File: src/rtl/ols_sc_encoder.sv
module ols_sc_encoder #(
  parameter int M = 4,
  localparam int K = M * M,
  localparam int NC = 2 * M,
  localparam int GPC = M - 1,
  localparam int NN = NC * GPC,
  localparam int SW = $clog2(NN + 1)
) (
  input  logic [K-1:0]  data_in,
  input  logic          flt_en,
  input  logic [SW-1:0] flt_sel,
  input  logic          flt_val,
  output logic [NC-1:0] check_out,
  output logic          rail_a,
  output logic          rail_b,
  output logic          enc_err
);

  logic [NN-1:0] nd;

  for (genvar c = 0; c < NC; c++) begin : g_chk
    localparam int BASE = (c < M) ? c * M : c - M;
    localparam int STEP = (c < M) ? 1 : M;
    for (genvar g = 0; g < GPC; g++) begin : g_gate
      localparam int IDX = c * GPC + g;
      logic lhs, raw;
      if (g == 0) begin : g_first
        assign lhs = data_in[BASE];
      end else begin : g_next
        assign lhs = nd[IDX-1];
      end
      assign raw = lhs ^ data_in[BASE + (g + 1) * STEP];
      assign nd[IDX] = (flt_en && flt_sel == SW'(IDX)) ? flt_val : raw;
    end
    assign check_out[c] = nd[c * GPC + GPC - 1];
  end

  assign rail_a  = ^check_out[M-1:0];
  assign rail_b  = ^check_out[NC-1:M];
  assign enc_err = rail_a ^ rail_b;

endmodule

File: config.mk
export PLATFORM = sky130hd
export DESIGN_NAME = ols_sc_encoder
export DESIGN_NICKNAME = d
export VERILOG_FILES = /design/src/rtl/ols_sc_encoder.sv
export SDC_FILE = /design/constraint.sdc
export NUM_CORES = 1
export LEC_CHECK = 0
export CAP_MARGIN = 5
export CORE_AREA = 2 2 47 53
export DETAILED_ROUTE_END_ITERATION = 12
export DIE_AREA = 0 0 49 55
export GPL_TIMING_DRIVEN = 0
export PLACE_DENSITY = 0.86
export RECOVER_POWER = 100
export SLEW_MARGIN = 10
export SYNTH_ARGS = -nofsm -noshare
export SYNTH_HDL_FRONTEND = slang
export SYNTH_SLANG_ARGS = --single-unit
File: constraint.sdc
create_clock -name vclk -period 2.7
set_clock_uncertainty 0.2 [all_clocks]
set_input_delay 0.27 -clock vclk [all_inputs]
set_output_delay 0.27 -clock vclk [all_outputs]
set_load 0.005 [all_outputs]
==> results by stage <==
Run status:
- The run finished, with violations left.
- The checks that failed: negative setup slack.

Synth:
- The count of synthesis-stage warnings from yosys is 0.
- The synthesized netlist occupies a cell area of slightly above 1000 um2.
- The cell count after synthesis is between 100 and 150.
- In the synthesized netlist, the cells that appear most often are sky130_fd_sc_hd__xnor2_1, sky130_fd_sc_hd__xor2_1, sky130_fd_sc_hd__nand2_1, sky130_fd_sc_hd__nor2_1, sky130_fd_sc_hd__buf_2.
- The fraction of synthesized cell area taken by the top area cell type is a little under a quarter.
- The leading area contributor after synthesis is sky130_fd_sc_hd__xnor2_1.
- The average size of a mapped cell is approximately 7.7 um2.
- The count of different cell masters after synthesis is 44.
- Yosys instantiated no cell more often than sky130_fd_sc_hd__xnor2_1.
- In the post-synthesis netlist, the biggest area contributors are sky130_fd_sc_hd__xnor2_1, sky130_fd_sc_hd__xor2_1, sky130_fd_sc_hd__xnor3_1.
- For this run, the register share of the synthesized area comes to 0%.
- The post-synth net total is around 160.

Worst setup path:
- STA puts the critical path data arrival time at between 2 and 2.5 ns.
- Traced cell by cell, the critical path runs through buf_4 > buf_6 > nand3b_1 > buf_4 > nor4_1 > nor2_1 > o22a_1 > xnor3_1 > xnor3_1 > buf_2.
- STA puts the critical path data required time at approximately 2.2 ns.
- Of all nets on the critical path, the largest fanout is 6.
- The library cell contributing the largest single delay on the critical path is sky130_fd_sc_hd__xnor3_1.
- The kind of start point of the critical path is a primary input.
- The kind of end point of the critical path is an output port.
- The critical path in this run is classified as in -> out.
- The critical path's largest stage delay is ~0.4 ns.

STA:
- Once routing completed, OpenROAD measured the worst setup slack at -0.0797 ns.
- The number of pins exceeding their max-slew limit in the final report was 0.
- The final hold violation count came to 0.
- After layout, the worst path uses 103% of the clock period.
- Setup violations remaining at the end of the flow were counted as 1.
- Timing would allow up to between 0.3 and 0.4 GHz.
- For the pin with the worst max-slew slack, the measured transition is around 0.47 ns.
- The worst pin sits at a relative slew slack of between 60 and 70%.
- Setup repair after global routing could not meet its margin everywhere.
- For the finished layout, the period the worst path requires is 2.78 ns.

GRT:
- The number of global-route vias before repair is roughly 1200.
- The total track usage is about a quarter.
- The wire length of the first global-routing pass is ~5500 um.
- The pin count of the biggest net entering global routing is 11.
- The number of antenna violations at the first check in global routing is 0.
- The total congestion overflow is 0.

Cells and area:
- The footprint of the multi-input gates is between 1000 and 1500 um2.
- The area of all sequential standard cells is 0 um2.
- The fraction of layout instances using a drive strength above 1 is 48.1%.
- The number of diodes is 0.
- Fill cells in the final layout number 134.
- The utilization after layout is between 80% and 90%.
- The layout overhead on the synthesized area is 72.9%.
- The final-layout clock buffer total is 0.
- The post-layout net count is between 200 and 250.
- The final layout contains a sequential cell count of 0.

Detailed routing:
- The first detailed-routing pass took 4 iterations.
- Dividing the detail-routed via count by the number of cells gives approximately 5.8.
- In the final routed layout, each cell accounts on average for 17.4 um.
- The via count is between 1000 and 1500.
- For this block, the routed nets add up to around 3800 um of wire.
- The remaining routing DRC violations is 0.
- The count of nets left with antenna violations once routing finished came out at 0.
- For this block, the initial DRC count from the detailed router was 42.

Hold path:
- The start point of the worst min-delay path is flt_sel[0].
- Counting instances, the worst hold path has a depth of 5.
- The min-delay analysis places its worst path in the category in -> out.
- The hold path endpoint is check_out[0].

Floorplan:
- The top-level I/O count is 34.
- Measured along the x axis, the die boundary spans just under 50 um.
- The floorplan step defined a die boundary enclosing about 2700 um2.
- The effective utilization at floorplan is 46.9%.
- The core region is approximately 2200 um2.
- The die is ~55 um tall.
- The placement row count is 18.

Power and ir drop:
- VDD sags by at most 0.000537 V.
- The leakage component of the power is 0.739 nW.
- The power density over the cells is around 350 nW/um2.

Place:
- The worst setup slack before clock tree synthesis is -0.933 ns.
- Routability-driven placement finished with a final weighted congestion of around 0.85.
- Buffers placed on the I/O ports in this run total 30.
- The placed wire-length estimate is 2160 um.

Clock network:
- The number of hold buffers added after CTS was 0.

Job:
- Across the run, the number of max-cap violations was 0.
-- stage by stage --
| stage | TNS (ns) | cells | instance area, um2 | total power, mW | hold WS [ns] |
|---|---|---|---|---|---|
| 2_1_floorplan | 0 | 133 | 1020 | 0.293 | 0.568 |
| 3_3_place_gp | -3.23 | 193 | 1360 | 0.503 | 1.15 |
| 3_5_place_dp | -3.68 | 193 | 1360 | 0.512 | 1.16 |
| 4_1_cts | -0.0372 | 210 | 1620 | 0.555 | 1.15 |
| 5_1_grt | -0.212 | 217 | 1770 | 0.666 | 1.18 |
| 6_report | -0.0797 | 217 | 1770 | 0.624 | 1.15 |
-- cell type report --
class	count	share of cell area [%]
Multi-Input combinational cell	119	66.9
Timing Repair Buffer	54	24.9
Buffer	9	4.94
Tap cell	30	2.12
Inverter	5	1.06
-- critical path: cells and delay by family --
family | cells | cell delay [ns]
buffers and inverters | 4 | 0.53
XOR/XNOR | 2 | 0.60
AND/OR/NAND/NOR | 3 | 0.65
AO/OA/AOI/OAI | 1 | 0.26
-- cells in the final DEF (no fill, tap or decap), types with 2 or more instances in the layout --
cell type / count
sky130_fd_sc_hd__nand4bb_4: 2
sky130_fd_sc_hd__nor4_4: 2
sky130_fd_sc_hd__clkdlybuf4s15_2: 2
sky130_fd_sc_hd__inv_2: 2
sky130_fd_sc_hd__inv_1: 3
sky130_fd_sc_hd__nor3_1: 3
sky130_fd_sc_hd__nand3_1: 3
sky130_fd_sc_hd__o22a_1: 2
sky130_fd_sc_hd__o21ai_0: 3
sky130_fd_sc_hd__nand2_1: 7
sky130_fd_sc_hd__o22ai_1: 2
sky130_fd_sc_hd__nor2b_1: 2
sky130_fd_sc_hd__nor2_1: 7
sky130_fd_sc_hd__dlygate4sd2_1: 7
sky130_fd_sc_hd__nor3b_4: 2
sky130_fd_sc_hd__buf_8: 2
sky130_fd_sc_hd__xor2_2: 3
sky130_fd_sc_hd__buf_6: 8
sky130_fd_sc_hd__xor2_1: 5
sky130_fd_sc_hd__and4b_1: 2
sky130_fd_sc_hd__nand2b_4: 2
sky130_fd_sc_hd__buf_4: 23
sky130_fd_sc_hd__a31oi_2: 2
sky130_fd_sc_hd__xnor2_1: 19
sky130_fd_sc_hd__xnor2_2: 8
sky130_fd_sc_hd__and3_1: 2
sky130_fd_sc_hd__nor3b_2: 3
sky130_fd_sc_hd__clkdlybuf4s15_1: 2
sky130_fd_sc_hd__nand2b_1: 2
sky130_fd_sc_hd__clkbuf_2: 5
sky130_fd_sc_hd__nor2b_2: 3
sky130_fd_sc_hd__xnor3_1: 2
sky130_fd_sc_hd__a21oi_1: 3
sky130_fd_sc_hd__a22o_1: 2
sky130_fd_sc_hd__nand3b_1: 2
sky130_fd_sc_hd__o211ai_1: 3
sky130_fd_sc_hd__buf_2: 6
sky130_fd_sc_hd__clkdlybuf4s50_1: 7
-- worst max path at each step --
stage	startpoint	to	slack [ns]	cells past startpoint
6_report	flt_en	enc_err	-0.08	10
2_1_floorplan	flt_sel[2]	enc_err	0.14	8
3_5_place_dp	flt_sel[3]	enc_err	-0.93	8
4_1_cts	data_in[9]	enc_err	-0.04	9
3_3_place_gp	flt_sel[3]	enc_err	-0.89	8
5_1_grt	flt_en	enc_err	-0.14	10
-- cells by family (layout without fill, tap and decap cells) --
| family | Yosys count | in the layout | synth area share [%] |
|---|---|---|---|
| buffers and inverters | 14 | 68 | 6.96 |
| xor gates and xnor gates | 38 | 38 | 36.5 |
| muxes | 4 | 4 | 4.15 |
| and+or+nand+nor | 54 | 54 | 35.0 |
| AOI/OAI and AO/OA | 23 | 23 | 17.3 |
-- where the power goes --
part / switching (mW) / total [mW] / internal, mW
combinational: 0.249 / 0.624 / 0.375
sequential: 0 / 0 / 0
clock: 0 / 0 / 0
total: 0.249 / 0.624 / 0.375
-- repair_timing --
action                     4_1_cts  5_1_grt
setup endpoints to repair        8        5
setup buffers                   16        7
gates cloned                     1        0
pin swaps                       23       20
resized for setup               85       39
-- metal layers --
| layer | vias to the layer above | GRT usage, % | part of all wire (%) |
|---|---|---|---|
| li1 | 583 | - | - |
| met1 | 592 | 30.5 | 39 |
| met2 | 63 | 55.0 | 54 |
| met3 | 10 | 0.806 | 5.3 |
| met4 | 0 | 0.952 | 1.9 |
| met5 | - | 0 | 0 |
(Power assumes the default switching activity.)
